## src/rtl/uirq_pkg.sv

```systemverilog
package uirq_pkg;

    // Number of event sources fed into the unit.
    localparam int unsigned SRC_COUNT = 13;

    // Register offsets seen on the bus.
    localparam int unsigned OFF_EN   = 'h08;
    localparam int unsigned OFF_DIS  = 'h0C;
    localparam int unsigned OFF_MASK = 'h10;
    localparam int unsigned OFF_STAT = 'h14;

    // Source positions inside every interrupt field.
    typedef enum int unsigned {
        SRC_RX_TRIG     = 0,
        SRC_RX_EMPTY    = 1,
        SRC_RX_FULL     = 2,
        SRC_TX_EMPTY    = 3,
        SRC_TX_FULL     = 4,
        SRC_RX_OVF      = 5,
        SRC_FRAME_ERR   = 6,
        SRC_PARITY_ERR  = 7,
        SRC_RX_TIMEOUT  = 8,
        SRC_MODEM_DELTA = 9,
        SRC_TX_TRIG     = 10,
        SRC_TX_NEAR     = 11,
        SRC_TX_OVF      = 12
    } src_pos_e;

    // Which register the current address selects.
    typedef enum logic [2:0] {
        SEL_NONE = 3'd0,
        SEL_EN   = 3'd1,
        SEL_DIS  = 3'd2,
        SEL_MASK = 3'd3,
        SEL_STAT = 3'd4
    } reg_sel_e;

    // Qualified write actions derived from one bus cycle.
    typedef struct packed {
        logic do_set;
        logic do_clr;
        logic do_ack;
    } wr_act_t;

    function automatic wr_act_t act_of(input reg_sel_e sel, input logic we);
        wr_act_t a;
        a.do_set = we && (sel == SEL_EN);
        a.do_clr = we && (sel == SEL_DIS);
        a.do_ack = we && (sel == SEL_STAT);
        return a;
    endfunction

endpackage

```

## src/rtl/uirq_decode.sv

```systemverilog
module uirq_decode
    import uirq_pkg::*;
#(
    parameter int unsigned AW = 6
) (
    input  logic [AW-1:0] addr,
    input  logic          we,
    output reg_sel_e      sel,
    output wr_act_t       act
);

    always_comb begin
        if (addr == AW'(OFF_EN)) begin
            sel = SEL_EN;
        end else if (addr == AW'(OFF_DIS)) begin
            sel = SEL_DIS;
        end else if (addr == AW'(OFF_MASK)) begin
            sel = SEL_MASK;
        end else if (addr == AW'(OFF_STAT)) begin
            sel = SEL_STAT;
        end else begin
            sel = SEL_NONE;
        end
    end

    assign act = act_of(sel, we);

endmodule

```

## src/rtl/uirq_mask_reg.sv

```systemverilog
module uirq_mask_reg #(
    parameter int unsigned NSRC = 13
) (
    input  logic            clk,
    input  logic            rst,
    input  logic [NSRC-1:0] set_bits,
    input  logic [NSRC-1:0] clr_bits,
    output logic [NSRC-1:0] mask_q
);

    // Set dominates clear if both ever name the same bit.
    always_ff @(posedge clk) begin
        if (rst) begin
            mask_q <= '0;
        end else begin
            mask_q <= (mask_q & ~clr_bits) | set_bits;
        end
    end

endmodule

```

## src/rtl/uirq_sticky.sv

```systemverilog
module uirq_sticky #(
    parameter int unsigned NSRC = 13
) (
    input  logic            clk,
    input  logic            rst,
    input  logic [NSRC-1:0] evt,
    input  logic [NSRC-1:0] ack_bits,
    output logic [NSRC-1:0] stat_q
);

    for (genvar g = 0; g < NSRC; g++) begin : g_bit
        always_ff @(posedge clk) begin
            if (rst) begin
                stat_q[g] <= 1'b0;
            end else if (evt[g]) begin
                stat_q[g] <= 1'b1;
            end else if (ack_bits[g]) begin
                stat_q[g] <= 1'b0;
            end
        end
    end

endmodule

```

## src/rtl/uirq_rdmux.sv

```systemverilog
module uirq_rdmux
    import uirq_pkg::*;
#(
    parameter int unsigned NSRC = 13
) (
    input  reg_sel_e        sel,
    input  logic [NSRC-1:0] mask_q,
    input  logic [NSRC-1:0] stat_q,
    output logic [NSRC-1:0] rdata
);

    always_comb begin
        case (sel)
            SEL_MASK: rdata = mask_q;
            SEL_STAT: rdata = stat_q;
            default:  rdata = '0;
        endcase
    end

endmodule

```

## src/rtl/uart_irq_unit.sv

```systemverilog
module uart_irq_unit
    import uirq_pkg::*;
#(
    parameter int unsigned NSRC = SRC_COUNT,
    parameter int unsigned AW   = 6
) (
    input  logic            clk,
    input  logic            rst,
    input  logic [AW-1:0]   bus_addr,
    input  logic [NSRC-1:0] bus_wdata,
    input  logic            bus_we,
    output logic [NSRC-1:0] bus_rdata,
    input  logic [NSRC-1:0] evt_i,
    output logic            irq_o
);

    reg_sel_e        sel;
    wr_act_t         act;
    logic [NSRC-1:0] set_bits;
    logic [NSRC-1:0] clr_bits;
    logic [NSRC-1:0] ack_bits;
    logic [NSRC-1:0] mask_q;
    logic [NSRC-1:0] stat_q;

    uirq_decode #(.AW(AW)) dec_i (
        .addr (bus_addr),
        .we   (bus_we),
        .sel  (sel),
        .act  (act)
    );

    assign set_bits = act.do_set ? bus_wdata : '0;
    assign clr_bits = act.do_clr ? bus_wdata : '0;
    assign ack_bits = act.do_ack ? bus_wdata : '0;

    uirq_mask_reg #(.NSRC(NSRC)) mask_i (
        .clk      (clk),
        .rst      (rst),
        .set_bits (set_bits),
        .clr_bits (clr_bits),
        .mask_q   (mask_q)
    );

    uirq_sticky #(.NSRC(NSRC)) stat_i (
        .clk      (clk),
        .rst      (rst),
        .evt      (evt_i),
        .ack_bits (ack_bits),
        .stat_q   (stat_q)
    );

    uirq_rdmux #(.NSRC(NSRC)) rd_i (
        .sel    (sel),
        .mask_q (mask_q),
        .stat_q (stat_q),
        .rdata  (bus_rdata)
    );

    assign irq_o = |(stat_q & mask_q);

endmodule

```

## config.mk

```make
export PLATFORM = sky130hd
export DESIGN_NAME = uart_irq_unit
export DESIGN_NICKNAME = d
export VERILOG_FILES = /design/src/rtl/uirq_pkg.sv /design/src/rtl/uirq_decode.sv /design/src/rtl/uirq_mask_reg.sv /design/src/rtl/uirq_sticky.sv /design/src/rtl/uirq_rdmux.sv /design/src/rtl/uart_irq_unit.sv
export SDC_FILE = /design/constraint.sdc
export NUM_CORES = 1
export LEC_CHECK = 0
export BUFFER_PORTS_ARGS = -buffer_cell sky130_fd_sc_hd__buf_2
export CAP_MARGIN = 20
export CORE_UTILIZATION = 39
export CTS_BUF_LIST = sky130_fd_sc_hd__clkbuf_4
export DETAILED_ROUTE_END_ITERATION = 12
export GPL_ROUTABILITY_DRIVEN = 0
export PLACE_DENSITY = 0.65
export REMOVE_ABC_BUFFERS = 1
export SLEW_MARGIN = 30
export SYNTH_ARGS = -nofsm -noshare
export SYNTH_HDL_FRONTEND = slang
export SYNTH_SLANG_ARGS = --single-unit
```

## constraint.sdc

```tcl
create_clock -name clk -period 1.8 [get_ports clk]
set_clock_uncertainty 0.1 [all_clocks]
set_input_delay 0 -clock clk [delete_from_list [all_inputs] [get_ports clk]]
set_output_delay 0 -clock clk [all_outputs]
set_load 0.02 [all_outputs]
```

# Yosys cells after proc, flatten, opt, wreduce, memory -nomap -nowiden
# Cells that the tools add are included.
# totals
register_bits	26
input_bits	35
output_inout_bits	14
word_cells	77
# op_classes
n_eq_ne	8
mux	34
n_bitwise	4
reduce_logical	17
# ops
cell	n
13-bit 2-to-1 mux	3
13-bit AND	2
1-bit 2-to-1 mux	26
13-bit case mux with 2 select lines	1
2-bit nonzero test	13
13-bit NOT	1
13-bit OR	1
13-bit OR reduction	1
6-bit by 4-bit equality test with 1-bit output, second input constant	2
6-bit by 5-bit equality test with 1-bit output, second input constant	2
3-bit 2-to-1 mux	4
3-bit by 2-bit equality test with 1-bit output, second input constant	2
3-bit by 1-bit equality test with 1-bit output, second input constant	1
3-bit equality test, second input constant	1
1-bit logical AND	3

# Longest topological paths before layout
# logic_depth
ltp_word	11
depth_mapped	4

# Cells and area by module
# Synthesis repeated with hierarchy kept, for this count alone.
# hier_totals
cells_unflattened	188
hier_area_um2	1621.6
# by_module_without_submodules
mod	instances	cells_each	area_per_inst_um2
uirq_mask_reg	1	53	504.2
uirq_sticky	1	53	504.2
uart_irq_unit	1	50	316.6
uirq_rdmux	1	17	183.9
uirq_decode	1	15	112.6

# Least setup slack after synthesis
# No wires, ideal clock.
# synth_timing
kind	in2out
start	input port bus_addr[5]
end	output port bus_rdata[0]
arrival_ps	1191
required_ps	1700
path_slack_ps	509
path_stages	4
cell_sequence	or4b_4 -> nor3b_4 -> buf_6 -> a22o_1
# synth_between
elab_chain_len	7
# synth_rtl
element	line_no	text
from (decl)	uart_irq_unit.sv:9	input logic [AW-1:0] bus_addr,
6-bit by 5-bit equality test with 1-bit output	uirq_decode.sv:19	end else if (addr == AW'(OFF_STAT)) begin
3-bit 2-to-1 mux	uirq_decode.sv:19	
3-bit 2-to-1 mux	uirq_decode.sv:17	end else if (addr == AW'(OFF_MASK)) begin
3-bit 2-to-1 mux	uirq_decode.sv:15	end else if (addr == AW'(OFF_DIS)) begin
3-bit 2-to-1 mux *	uirq_decode.sv:13	if (addr == AW'(OFF_EN)) begin
3-bit equality test or 3-bit by 2-bit equality test with 1-bit output (tied branches)	uirq_rdmux.sv:13	case (sel)
13-bit case mux with 2 select lines *	uirq_rdmux.sv:13	
to (decl)	uart_irq_unit.sv:12	output logic [NSRC-1:0] bus_rdata,
# Mark *: on every way between the ends. The rest lies on a longest branch, timed or not.

# Worst setup path in the final report
# layout_timing
start	input port bus_addr[5]
end	register stat_i.stat_q[7]
# layout_between
elab_chain_len	9
# layout_rtl
element	line_no	text
6-bit by 5-bit equality test with 1-bit output	uirq_decode.sv:19	
3-bit 2-to-1 mux	uirq_decode.sv:19	
3-bit 2-to-1 mux	uirq_decode.sv:17	
3-bit 2-to-1 mux	uirq_decode.sv:15	
3-bit 2-to-1 mux *	uirq_decode.sv:13	
3-bit equality test *	uirq_pkg.sv:49	a.do_ack = we && (sel == SEL_STAT);
1-bit logical AND *	uirq_pkg.sv:49	
13-bit 2-to-1 mux *	uart_irq_unit.sv:34	assign ack_bits = act.do_ack ? bus_wdata : '0;
2-bit nonzero test (no line) *	n/a	
to (signal, indexed assignment)	uirq_sticky.sv:14	stat_q[g] <= 1'b0;
to (signal, indexed assignment)	uirq_sticky.sv:16	stat_q[g] <= 1'b1;
to (signal, indexed assignment)	uirq_sticky.sv:18	stat_q[g] <= 1'b0;
to (decl)	uirq_sticky.sv:8	output logic [NSRC-1:0] stat_q
# Marked as above.
# A chain may end at the register's enable or synchronous reset.

==> run metrics <==
Worst Tran Pin Value=536.5 ps; hold path cells=3; capture point of the worst path=stat_i.stat_q[7]; clk root buf=clkbuf_4; worst reg2reg endpoint=stat_i.stat_q[7]; Synth Flop Type=dfxtp_1; grt ovf=0; synthesized flop and latch total=26; fraction of registers with async set/reset=0; Routed Antenna Nets=0; Setup-failing EPs final=0; crit path launch=bus_addr[5]; status=complete, no violations; period utilisation layout=0.9274; crit end category=flip-flop; Via-to-Cell Ratio=5.259; diode count=0; WP data arrival=1800 ps; DR iter-0 viols=59; global-route usage over all layers=0.2139; Cell variety after synth=23; CTS H-tree lvls=1; Placeable Area=3103 sq um; sequential share of the synthesized area=0.3985; postcts setup bufs=0; Hold Path Class=input port to flip-flop; min Tclk post-route=1669 ps; Layout Cells excl Fill=259; combinational power share=0.168; Worst-path clk slew=140 ps; starting density of the core=0.4210; CP startpoint kind=input port; peak supply drop=0.2992 mV; pin count of the biggest net entering global routing=16; # Max-Cap Violations=0; number of port buffers=48; post-cts sizing count=0; Slew headroom=0.6421; Syn-to-layout area delta=44.06%; Wirelength per Cell=14.00 um; switching portion of total power=0.2558; CP Max Fanout=13; RSZ-0062 raised after global routing=false; Final Net Count=251; Worst Slack Setup Final=130.6 ps; top cell type's share of synthesized area=0.3985; vias post-DR=1362; Final Hold Viols=0; Setup TNS=0 ps; chip width=59.88 um; Peak Freq=599.0 MHz; Setup CP Type=input port to flip-flop; Fill cells=301; CTS tree=built; most frequent cell after synthesis=dfxtp_1; Pint=0.7816 mW; worst reg2reg path depth=3; Clock power frac=0.246; Sequential Power Share=0.586; DP Worst Slack=281.7 ps; post-route DRC violation count=0; initial antenna violation count=0; Rows=20; I/O pins=49; Cells after Synth=140; placed cells=229; clk_lat worst skew=320 ps; net switching power=0.2687 mW; yosys warns=0; Die ar.=3585 sq um; DP Wirelength=2.422 mm; R2R Setup Slk=390 ps; Pleak=0.9243 nW; worst r2r src=stat_i.stat_q[7]; worst-case clock buffer depth=2; share of cells above drive strength 1=0.2837; First-pass DRT Iterations=4; clock sinks=26; Yosys top cell by area=dfxtp_1; vias in the first global route=1279; Crit path required time=1930 ps; Die H=59.88 um; first-pass GRT wire length=5.658 mm; wirelength, routed=3.625 mm; Num CTS Buffers=3; Slew Limit Fails=0; number of synthesized flops with an enable pin=0; synthesized cell area=1306 sq um; PwrDens=558.1 nW/um^2; top cells by area, synth=dfxtp_1 40%, mux2i_1 10%, a22o_1 8.7%; Syn Area/Cell=9.330 sq um
[repair_timing]
| action | 4_1_cts | 5_1_grt |
|---|---|---|
| hold buffers | 26 | 0 |
| hold endpoints to repair | 26 | 0 |
| setup endpoints to repair | 0 | 0 |
[power by group through the flow]
stage / clock (mW) / combinational (mW) / sequential, mW
2_1_floorplan: 0 / 0.0518 / 0.623
3_3_place_gp: 0 / 0.120 / 0.627
3_5_place_dp: 0 / 0.125 / 0.628
4_1_cts: 0.267 / 0.174 / 0.615
5_1_grt: 0.289 / 0.191 / 0.618
6_report: 0.259 / 0.176 / 0.615
[how the worst min path moves through the flow]
stage / startpoint / to / slack [ps]
4_1_cts: rst / mask_i.mask_q[1] / 9
5_1_grt: rst / mask_i.mask_q[2] / 40
6_report: rst / mask_i.mask_q[7] / 20
2_1_floorplan: rst / stat_i.stat_q[0] / -30
3_3_place_gp: bus_wdata[2] / stat_i.stat_q[2] / 120
3_5_place_dp: bus_wdata[2] / stat_i.stat_q[2] / 120
[placed cells by master, fill, tap and decap left out, drive strengths merged]
| master | netlist | routed |
|---|---|---|
| nor3 | 1 | 1 |
| and4b | 1 | 1 |
| or2 | 1 | 1 |
| nand4 | 1 | 1 |
| or4b | 1 | 1 |
| dfxtp | 26 | 26 |
| buf | 4 | 53 |
| inv | 13 | 13 |
| nor2 | 13 | 13 |
| nor3b | 1 | 1 |
| a311oi | 13 | 13 |
| a22o | 13 | 13 |
| mux2i | 13 | 13 |
| and3 | 1 | 1 |
| clkbuf | 4 | 3 |
| nand2b | 13 | 13 |
| a222oi | 1 | 1 |
| clkinv | 0 | 1 |
| nand3 | 13 | 13 |
| dlygate4sd3 | 0 | 26 |
| nor4b | 1 | 1 |
| nor2b | 1 | 1 |
| a22oi | 5 | 5 |
[worst max-delay path: stages]
cell and delay, ps:
buf_2 110, nor4b_2 330, and4b_1 590, a311oi_1 170, dlygate4sd3_1 590
[layer usage]
metal / vias to the layer above / global-route usage / share of wire
met3: 4 / 0.02381 / 0.026
met5: - / 0 / 0
li1: 672 / - / -
met2: 22 / 0.3905 / 0.52
met4: 0 / 0.08306 / 0.011
met1: 664 / 0.2530 / 0.45
[layout make-up]
| type | count | area, sq um | share of cell area |
|---|---|---|---|
| clock buffers | 3 | 22.52 | 0.01197 |
| clock inverters | 1 | 3.754 | 0.001995 |
| inverters | 13 | 48.80 | 0.02593 |
| multi-input cells | 93 | 693.2 | 0.3684 |
| flip-flops and latches | 26 | 520.5 | 0.2766 |
| well taps | 44 | 55.05 | 0.02926 |
| repair buffers | 79 | 538.0 | 0.2859 |
[logic make-up (layout without fill, tap and decap cells)]
group / after synthesis / count (layout) / synth area share
buffers and inverters: 21 / 96 / 0.07088
multiplexers: 13 / 13 / 0.09961
flip-flops: 26 / 26 / 0.3985
AND/OR/NAND/NOR: 48 / 48 / 0.2203
AO/OA/AOI/OAI: 32 / 32 / 0.2107
[state kept, by name, summed over array words and instances (netlist names)]
register and cells:
mask_i.mask_q 13, stat_i.stat_q 13
[per-stage QoR]
| stage | utilization | total power [mW] | hold slack (ps) | instance area (sq um) |
|---|---|---|---|---|
| floorplan | - | 0.6748 | -27.86 | 1262 |
| global placement | 0.5141 | 0.7470 | 115.0 | 1595 |
| detailed placement | 0.5141 | 0.7533 | 123.0 | 1595 |
| CTS | 0.6065 | 1.057 | 9.068 | 1882 |
| global route | 0.6065 | 1.099 | 43.07 | 1882 |
| finish | 0.6065 | 1.050 | 15.93 | 1882 |
No activity file was read; power rests on OpenSTA's default activity.
